===== src/rtl/tlab_pkg.sv =====
package tlab_pkg;

  typedef enum logic [2:0] {
    ST_IDLE   = 3'd0,
    ST_LOOKUP = 3'd1,
    ST_READ   = 3'd2,
    ST_CALC   = 3'd3,
    ST_TEST   = 3'd4,
    ST_UPDATE = 3'd5,
    ST_DONE   = 3'd6
  } tlab_state_e;

endpackage


===== src/rtl/tlab_seq.sv =====
module tlab_seq
  import tlab_pkg::*;
#(
  parameter int OPC_W = 5,
  parameter logic [OPC_W-1:0] OPC_ALLOC = 5'b01011
) (
  input  logic             clk,
  input  logic             rst,
  input  logic             start,
  input  logic [OPC_W-1:0] opcode,
  output logic             accept,
  output tlab_state_e      state,
  output logic             busy,
  output logic             done
);

  assign accept = (state == ST_IDLE) && start && (opcode == OPC_ALLOC);

  always_ff @(posedge clk) begin
    if (rst) begin
      state <= ST_IDLE;
      busy  <= 1'b0;
      done  <= 1'b0;
    end else begin
      unique case (state)
        ST_IDLE: begin
          if (accept) begin
            state <= ST_LOOKUP;
            busy  <= 1'b1;
          end
        end
        ST_LOOKUP: state <= ST_READ;
        ST_READ:   state <= ST_CALC;
        ST_CALC:   state <= ST_TEST;
        ST_TEST:   state <= ST_UPDATE;
        ST_UPDATE: begin
          state <= ST_DONE;
          done  <= 1'b1;
        end
        ST_DONE: begin
          state <= ST_IDLE;
          busy  <= 1'b0;
          done  <= 1'b0;
        end
        default: begin
          state <= ST_IDLE;
          busy  <= 1'b0;
          done  <= 1'b0;
        end
      endcase
    end
  end

  // completion pulse lasts one cycle and returns to idle
  p_done_then_idle_r2: assert property (@(posedge clk) disable iff (rst)
    done |=> (!busy && !done));

  // completion only occurs inside a busy window
  p_done_in_busy_r2: assert property (@(posedge clk) disable iff (rst)
    done |-> busy);

  // a new request never disturbs a running sequence
  p_no_restart_r3: assert property (@(posedge clk) disable iff (rst)
    (busy && !done) |=> busy);

endmodule


===== src/rtl/tlab_size_qual.sv =====
module tlab_size_qual #(
  parameter int AW        = 32,
  parameter int MAX_OBJ   = 4096,
  parameter int ALIGN_LG2 = 2
) (
  input  logic [AW-1:0] size,
  output logic          ok,
  output logic [AW-1:0] rsize
);

  localparam logic [AW-1:0] LIMIT = AW'(MAX_OBJ);

  assign ok = (size != '0) && (size <= LIMIT);

  generate
    if (ALIGN_LG2 == 0) begin : g_no_round
      assign rsize = size;
    end else begin : g_round
      localparam logic [AW-1:0] LOW_MASK = AW'((1 << ALIGN_LG2) - 1);
      logic [AW-1:0] bumped;
      assign bumped = size + LOW_MASK;
      assign rsize  = bumped & ~LOW_MASK;
    end
  endgenerate

endmodule


===== src/rtl/tlab_fit.sv =====
module tlab_fit #(
  parameter int AW = 32
) (
  input  logic [AW-1:0] free_ptr,
  input  logic [AW-1:0] rsize,
  input  logic [AW:0]   cand_hold,
  input  logic [AW-1:0] ceil_ptr,
  output logic [AW:0]   cand,
  output logic          fits
);

  assign cand = {1'b0, free_ptr} + {1'b0, rsize};
  assign fits = (cand_hold <= {1'b0, ceil_ptr});

endmodule


===== src/rtl/tlab_alloc_unit.sv =====
module tlab_alloc_unit
  import tlab_pkg::*;
#(
  parameter int AW        = 32,
  parameter int OPC_W     = 5,
  parameter logic [OPC_W-1:0] OPC_ALLOC = 5'b01011,
  parameter int MAX_OBJ   = 4096,
  parameter int ALIGN_LG2 = 2
) (
  input  logic            clk,
  input  logic            rst,
  input  logic            cfg_we,
  input  logic [AW-1:0]   cfg_offset,
  input  logic            start,
  input  logic [OPC_W-1:0] opcode,
  input  logic [AW-1:0]   src_size,
  input  logic [AW-1:0]   src_ctx,
  output logic            busy,
  output logic            done,
  output logic [AW-1:0]   result_addr,
  output logic            result_fail,
  output logic            mem_re,
  output logic            mem_we,
  output logic [AW-1:0]   mem_addr,
  output logic [2*AW-1:0] mem_wdata,
  input  logic [2*AW-1:0] mem_rdata
);

  localparam int DW = 2 * AW;

  tlab_state_e   state;
  logic          accept;
  logic [AW-1:0] offset_q;
  logic [AW-1:0] size_q;
  logic [AW-1:0] ctx_q;
  logic [AW-1:0] region_q;
  logic          ok_q;
  logic [AW-1:0] rsize_q;
  logic [AW-1:0] free_q;
  logic [AW-1:0] ceil_q;
  logic [AW:0]   cand_q;
  logic          fits_q;
  logic          size_ok;
  logic [AW-1:0] size_rnd;
  logic [AW:0]   cand_c;
  logic          fits_c;

  tlab_seq #(
    .OPC_W     (OPC_W),
    .OPC_ALLOC (OPC_ALLOC)
  ) u_seq (
    .clk    (clk),
    .rst    (rst),
    .start  (start),
    .opcode (opcode),
    .accept (accept),
    .state  (state),
    .busy   (busy),
    .done   (done)
  );

  tlab_size_qual #(
    .AW        (AW),
    .MAX_OBJ   (MAX_OBJ),
    .ALIGN_LG2 (ALIGN_LG2)
  ) u_size (
    .size  (size_q),
    .ok    (size_ok),
    .rsize (size_rnd)
  );

  tlab_fit #(
    .AW (AW)
  ) u_fit (
    .free_ptr  (mem_rdata[AW-1:0]),
    .rsize     (rsize_q),
    .cand_hold (cand_q),
    .ceil_ptr  (ceil_q),
    .cand      (cand_c),
    .fits      (fits_c)
  );

  always_ff @(posedge clk) begin
    if (rst) begin
      offset_q    <= '0;
      size_q      <= '0;
      ctx_q       <= '0;
      region_q    <= '0;
      ok_q        <= 1'b0;
      rsize_q     <= '0;
      free_q      <= '0;
      ceil_q      <= '0;
      cand_q      <= '0;
      fits_q      <= 1'b0;
      result_addr <= '0;
      result_fail <= 1'b0;
    end else begin
      if (cfg_we) begin
        offset_q <= cfg_offset;
      end
      if (accept) begin
        size_q <= src_size;
        ctx_q  <= src_ctx;
      end
      unique case (state)
        ST_LOOKUP: region_q <= ctx_q + offset_q;
        ST_READ: begin
          ok_q    <= size_ok;
          rsize_q <= size_rnd;
        end
        ST_CALC: begin
          free_q <= mem_rdata[AW-1:0];
          ceil_q <= mem_rdata[DW-1:AW];
          cand_q <= cand_c;
        end
        ST_TEST: fits_q <= ok_q && fits_c;
        ST_UPDATE: begin
          result_addr <= fits_q ? free_q : '0;
          result_fail <= !fits_q;
        end
        default: ;
      endcase
    end
  end

  assign mem_re    = (state == ST_READ) && size_ok;
  assign mem_we    = (state == ST_UPDATE) && fits_q;
  assign mem_addr  = region_q;
  assign mem_wdata = {ceil_q, cand_q[AW-1:0]};

  // a failed result carries a null address
  p_fail_null_r10: assert property (@(posedge clk) disable iff (rst)
    result_fail |-> (result_addr == '0));

  // memory port is quiet outside an operation
  p_idle_quiet_r1: assert property (@(posedge clk) disable iff (rst)
    !busy |-> (!mem_re && !mem_we));

  // one descriptor read per request
  p_single_read_r4: assert property (@(posedge clk) disable iff (rst)
    mem_re |=> !mem_re);

  // advancing keeps the alignment of the free pointer
  p_write_aligned_r6: assert property (@(posedge clk) disable iff (rst)
    mem_we |-> (mem_wdata[ALIGN_LG2:0] == free_q[ALIGN_LG2:0]) || (ALIGN_LG2 == 0)
               || (mem_wdata[ALIGN_LG2-1:0] == free_q[ALIGN_LG2-1:0]));

  // the written free pointer never passes the ceiling
  p_below_ceiling_r7: assert property (@(posedge clk) disable iff (rst)
    mem_we |-> (mem_wdata[AW-1:0] <= mem_wdata[DW-1:AW]));

  // results move only when a sequence commits
  p_results_hold_r9: assert property (@(posedge clk) disable iff (rst)
    (state != ST_UPDATE) |=> ($stable(result_addr) && $stable(result_fail)));

endmodule


===== config.mk =====
export PLATFORM = sky130hd
export DESIGN_NAME = tlab_alloc_unit
export DESIGN_NICKNAME = d
export VERILOG_FILES = /design/src/rtl/tlab_pkg.sv /design/src/rtl/tlab_seq.sv /design/src/rtl/tlab_size_qual.sv /design/src/rtl/tlab_fit.sv /design/src/rtl/tlab_alloc_unit.sv
export SDC_FILE = /design/constraint.sdc
export NUM_CORES = 1
export LEC_CHECK = 0
export ABC_AREA = 1
export BUFFER_PORTS_ARGS = -buffer_cell sky130_fd_sc_hd__buf_2
export CAP_MARGIN = 20
export CORE_ASPECT_RATIO = 0.5
export CORE_MARGIN = 2
export CORE_UTILIZATION = 50
export DETAILED_ROUTE_END_ITERATION = 6
export PLACE_DENSITY_LB_ADDON = 0.3
export SKIP_CTS_REPAIR_TIMING = 1
export SLEW_MARGIN = 0
export SYNTH_ARGS = -nofsm -noshare
export SYNTH_HDL_FRONTEND = slang
export SYNTH_SLANG_ARGS = --single-unit

===== constraint.sdc =====
create_clock -name clk -period 5.4 [get_ports clk]
set_clock_uncertainty 0.15 [all_clocks]
set_input_delay 1.35 -clock clk [delete_from_list [all_inputs] [get_ports clk]]
set_output_delay 1.35 -clock clk [all_outputs]
set_load 0.03 [all_outputs]

### Word-level counts from Yosys, hierarchy flattened

Cells that the tools add are included.

* register bits: 295
* bits in latches: 0
* memory bits (writable): 0
* bits in read-only memories: 0
* output and inout bits: 133
* logic and storage cells: 46
* memories: 0

* $add $sub $neg: 3
* multiply operators: 0
* divide/modulo/power cells: 0
* magnitude comparators: 2
* eq/ne operators: 7
* shift operators: 0
* muxes and demuxes: 6
* bitwise gates (word level): 1
* reduce and logical (&&, ||, !) cells: 12

Operators by type and width (number)
* 32-bit by 32-bit adder with 33-bit output: 1
* 33-bit by 32-bit <= comparator with 1-bit output: 1
* 32-bit by 2-bit adder with 32-bit output (second input constant): 1
* 32-bit adder: 1
* 32-bit by 13-bit <= comparator with 1-bit output (second input constant): 1
* 32-bit 2-to-1 mux: 1
* 32-bit nonzero test: 1
* 3-bit one-hot mux with 6 select lines: 1
* 5-bit OR reduction: 2
* 3-bit by 2-bit equality test with 1-bit output (second input constant): 2
* 3-bit equality test (second input constant): 2
* 1-bit logical AND: 6
* 5-bit by 4-bit equality test with 1-bit output (second input constant): 1
* 1-bit one-hot mux with 2 select lines: 2
* 3-bit by 1-bit equality test with 1-bit output (second input constant): 1
* 3-bit logical NOT: 1
* 3-bit 2-to-1 mux: 1
* 2-bit inequality test (second input constant): 1
* 2-bit AND reduction: 1
* 1-bit logical NOT: 1
* 1-bit 2-to-1 mux: 1
* 1-bit NOT: 1

### Logic depth before layout (Yosys ltp)

* depth in word-level cells: 5
* depth in mapped cells: 15
* gate-level depth less buffers: 15

### By module

A second synthesis with hierarchy kept.

* cell total of the unflattened synthesis: 2731
* area, all modules: 17214.0 um^2

Modules (own cells, without submodules)
* tlab_alloc_unit: times used 1, cells an instance 1807, area an instance 12639.6 um^2, sequential area each 5845.6 um^2
* tlab_fit: times used 1, cells an instance 645, area an instance 3226.8 um^2, sequential area each 0.0 um^2
* tlab_size_qual: times used 1, cells an instance 240, area an instance 1078.5 um^2, sequential area each 0.0 um^2
* tlab_seq: times used 1, cells an instance 39, area an instance 269.0 um^2, sequential area each 100.1 um^2

### Worst setup path after synthesis

OpenSTA, ideal clock, no wires.

* kind: input-to-reg
* from: input mem_rdata[2]
* to: register cand_q[28]
* arrival: 2769 ps
* data required time: 5141 ps
* setup slack: 2372 ps
* stages: 14
* path through: ha_1 -> fa_1 -> nand3_1 -> nand2_1 -> nand3_1 -> nand2_1 -> nand2_1 -> nand2_1 -> nand2_1 -> nand2_1 -> nand2_1 -> nand3_1 -> nand2_1 -> inv_1

* longest elaborated chain between the ends: 1

Ends and longest elaborated chain
* start: declaration: RTL line tlab_alloc_unit.sv:26 `input logic [2*AW-1:0] mem_rdata`
* 32-bit by 32-bit adder with 33-bit output: RTL line tlab_fit.sv:12 `assign cand = {1'b0, free_ptr} + {1'b0, rsize};`
* end signal: assignment: RTL line tlab_alloc_unit.sv:114 `cand_q <= cand_c;`
* end: declaration: RTL line tlab_alloc_unit.sv:41 `logic [AW:0] cand_q;`

No other way between the ends.
A chain may end at the register's enable or synchronous reset.

### Worst setup path in the final report

* from: register u_seq.state[2]
* to: output mem_we

* longest elaborated chain between the ends: 2

Ends and longest elaborated chain
* start: declaration: RTL line tlab_seq.sv:12 `output tlab_state_e state,`
* start signal: assignment: RTL line tlab_seq.sv:21 `state <= ST_IDLE;`
* start signal: assignment: RTL line tlab_seq.sv:28 `state <= ST_LOOKUP;`
* start signal: assignment: RTL line tlab_seq.sv:32 `ST_LOOKUP: state <= ST_READ;`
* 3-bit equality test: RTL line tlab_alloc_unit.sv:127 `assign mem_we = (state == ST_UPDATE) && fits_q;`
* 1-bit logical AND: RTL line tlab_alloc_unit.sv:127
* end: declaration: RTL line tlab_alloc_unit.sv:23 `output logic mem_we,`

No other way between the ends.

==> metrics.txt <==
status complete, no violations; NumNets Final 2,980; Worst EP required 3.90 ns; I/O Buffers 301; Least-Margin Pin Slew 1.05 ns; Routed WL 51,400 um; Setup Viol. Count Final 0; unrepaired setup endpoints after global routing false; Die Width 261 um; H-tree Lvls 1; share of layout cells above drive strength 1 14.3%; CTS clk-pin slew, worst paths 0.07 ns; DIE HEIGHT 132 um; register area share after synthesis 35.6%; Reg2Reg Launch Point offset_q[0]$_SDFFE_PP0P_; # clock sinks 293; Hold Startpoint size_q[0]$_SDFFE_PP0P_; initial detailed-routing violation count 1,252; pin count of the biggest net entering global routing 131; cell area after layout 19,000 um^2; Post-Syn Area 16,500 um^2; ANT nets after route 0; first-pass GRT wire length 80,400 um; io pins 302; drt pass-1 iters 5; CP startpoint kind register; Fin. Hold Viols 0; number of global-route vias before repair 15,400; CP Capture Type output pin; detailed-route wire length per cell 16.2 um; library cells used by synthesis 41; later-pin clock latency in the skew report 0.57 ns; critical setup path kind register to output pin; CTS tree built; grt total ovfl 0; initial antenna violation count 5; CP Max Fanout 36; Slew Limit Fails 0; DP HPWL 39,100 um; Placed Area 18,000 um^2; largest area contributor in the netlist dfxtp_1; Final min period 4.17 ns; critical path data arrival time 2.67 ns; area grow syn2layout 15.6%; dpl ws 1.83 ns; clock buffer depth 3; Fin Hold WS 0.295 ns; Peak Freq 240 MHz; mean post-synth cell area 6.59 um^2; max-cap check violation count 0; final setup TNS 0 ns; Power Dens Cells 302 nW/um^2; DR vias/cell 5.20; Placer Congestion 0.949; top cells by area, synth dfxtp_1 36%, nand2_1 12%, nor2_1 8.4%; Pleak 9.46 nW; worst setup path startpoint u_seq.state[2]$_SDFFE_PP0P_; CTS Buf Count 28; root buf cell clkbuf_16; initial core utilization 51.4%; Hold WC Path Type register to register; Max VDD drop 0.236 mV; FP Rows 46; post-synthesis instance total 2,500; area share of the largest cell type after synthesis 35.6%; Mapped Nets 2,764; Worst slew margin 29.7%; GRT Total Usage 29.0%; DRC Markers 0; period utilization 77.3%; die area 34,500 um^2; warnings from Yosys 0; synthesized flop and latch total 293; CORE AREA 32,100 um^2; DR vias 16,500; worst setup margin 1.23 ns
## cell usage in the layout, fill, tap and decap left out, types with 3 or more instances in the layout
| master | count |
|---|---|
| o211ai_1 | 19 |
| xor2_1 | 25 |
| nor3_2 | 3 |
| o21ai_0 | 236 |
| o21a_1 | 7 |
| ha_1 | 93 |
| bufinv_16 | 4 |
| clkbuf_1 | 5 |
| clkbuf_16 | 29 |
| clkinv_2 | 3 |
| dfxtp_1 | 293 |
| inv_1 | 333 |
| buf_4 | 6 |
| o21ai_1 | 5 |
| nand4_1 | 30 |
| nor3_1 | 32 |
| o21bai_1 | 8 |
| nand2_1 | 523 |
| diode_2 | 4 |
| nor2_1 | 366 |
| inv_2 | 8 |
| nor4_1 | 10 |
| a21oi_1 | 220 |
| xnor2_1 | 3 |
| nand3_1 | 126 |
| clkbuf_8 | 5 |
| or2_2 | 3 |
| buf_2 | 301 |
| nor2_4 | 5 |
| nor2_2 | 3 |
## layout make-up
| cell class | instances | area [um^2] |
|---|---|---|
| tap | 432 | 541 |
| multi-input combinational | 1741 | 8730 |
| inverter | 342 | 1290 |
| antenna | 4 | 10.0 |
| sequential | 293 | 5870 |
| fill | 3212 | 13000 |
| clock inverter | 12 | 176 |
| clock buffer | 39 | 813 |
| timing repair buffer | 310 | 1620 |
## cell families after synthesis
kind of cell    synth area share (%)
compound gates                  15.9
flops                           35.6
simple gates                    28.2
fa+ha+maj                       7.31
xor+xnor                        1.49
buf+inv                         11.5
## worst max-delay path: stages, from the launching register on
cell and delay [ns]:
dfxtp_1 0.55, nand3_2 0.67, nor2_2 0.24, buf_4 0.36, buf_2 0.27
## through the flow
step	util [%]	power [mW]	std cells
CTS	59.4	5.76	3169
detailed placement	56.3	3.62	3118
global route	59.4	6.00	3173
global placement	56.2	3.61	3117
floorplan	-	3.22	2500
finish	59.4	5.74	3173
## sequential cells by signal, summed over array words and instances, names as in the netlist, 3 cells and up
register	flops
u_seq.state	3
size_q	32
cand_q	31
free_q	32
result_addr	32
ctx_q	32
rsize_q	30
offset_q	32
ceil_q	32
mem_addr	32
## path summary, 6_finish.rpt
check	end	slack, ns	depth (start not counted)
setup / recovery	mem_we	1.23	4
hold / removal	size_q[0]$_SDFFE_PP0P_	0.29	2
setup reg to reg	mem_addr[22]$_SDFFE_PP0P_	3.00	14
hold reg to reg	size_q[0]$_SDFFE_PP0P_	0.29	2
## power breakdown
group,leakage (nW),internal (mW),switching [mW]
Sequential,2.37,2.29,0.0985
Clock,0.481,1.25,0.902
Combinational,6.60,0.394,0.813
## synthesized netlist by cell type, drive strengths merged
| cell type | n |
|---|---|
| clkbuf | 65 |
| nor3 | 37 |
| inv | 342 |
| a211oi | 1 |
| a31oi | 2 |
| nor2 | 375 |
| nor3b | 2 |
| nand3 | 128 |
| nor4 | 11 |
| ha | 93 |
| o21ai | 241 |
| o21bai | 8 |
| xor2 | 25 |
| o21a | 7 |
| xnor2 | 3 |
| a21oi | 221 |
| nand3b | 2 |
| and3 | 1 |
| buf | 59 |
| nand4 | 30 |
| a21o | 2 |
| dfxtp | 293 |
| nand2 | 527 |
| fa | 2 |
| o211ai | 20 |
| or2 | 3 |
## layer usage
| metal | global-route usage, % | up-vias | wire, um |
|---|---|---|---|
| li1 | - | 8460 | - |
| met1 | 38.2 | 7533 | 23200 |
| met2 | 49.8 | 414 | 24200 |
| met3 | 3.69 | 85 | 2370 |
| met4 | 8.54 | 0 | 1580 |
| met5 | 0 | - | 0 |
Note: power is estimated with default switching activity, not from simulation.
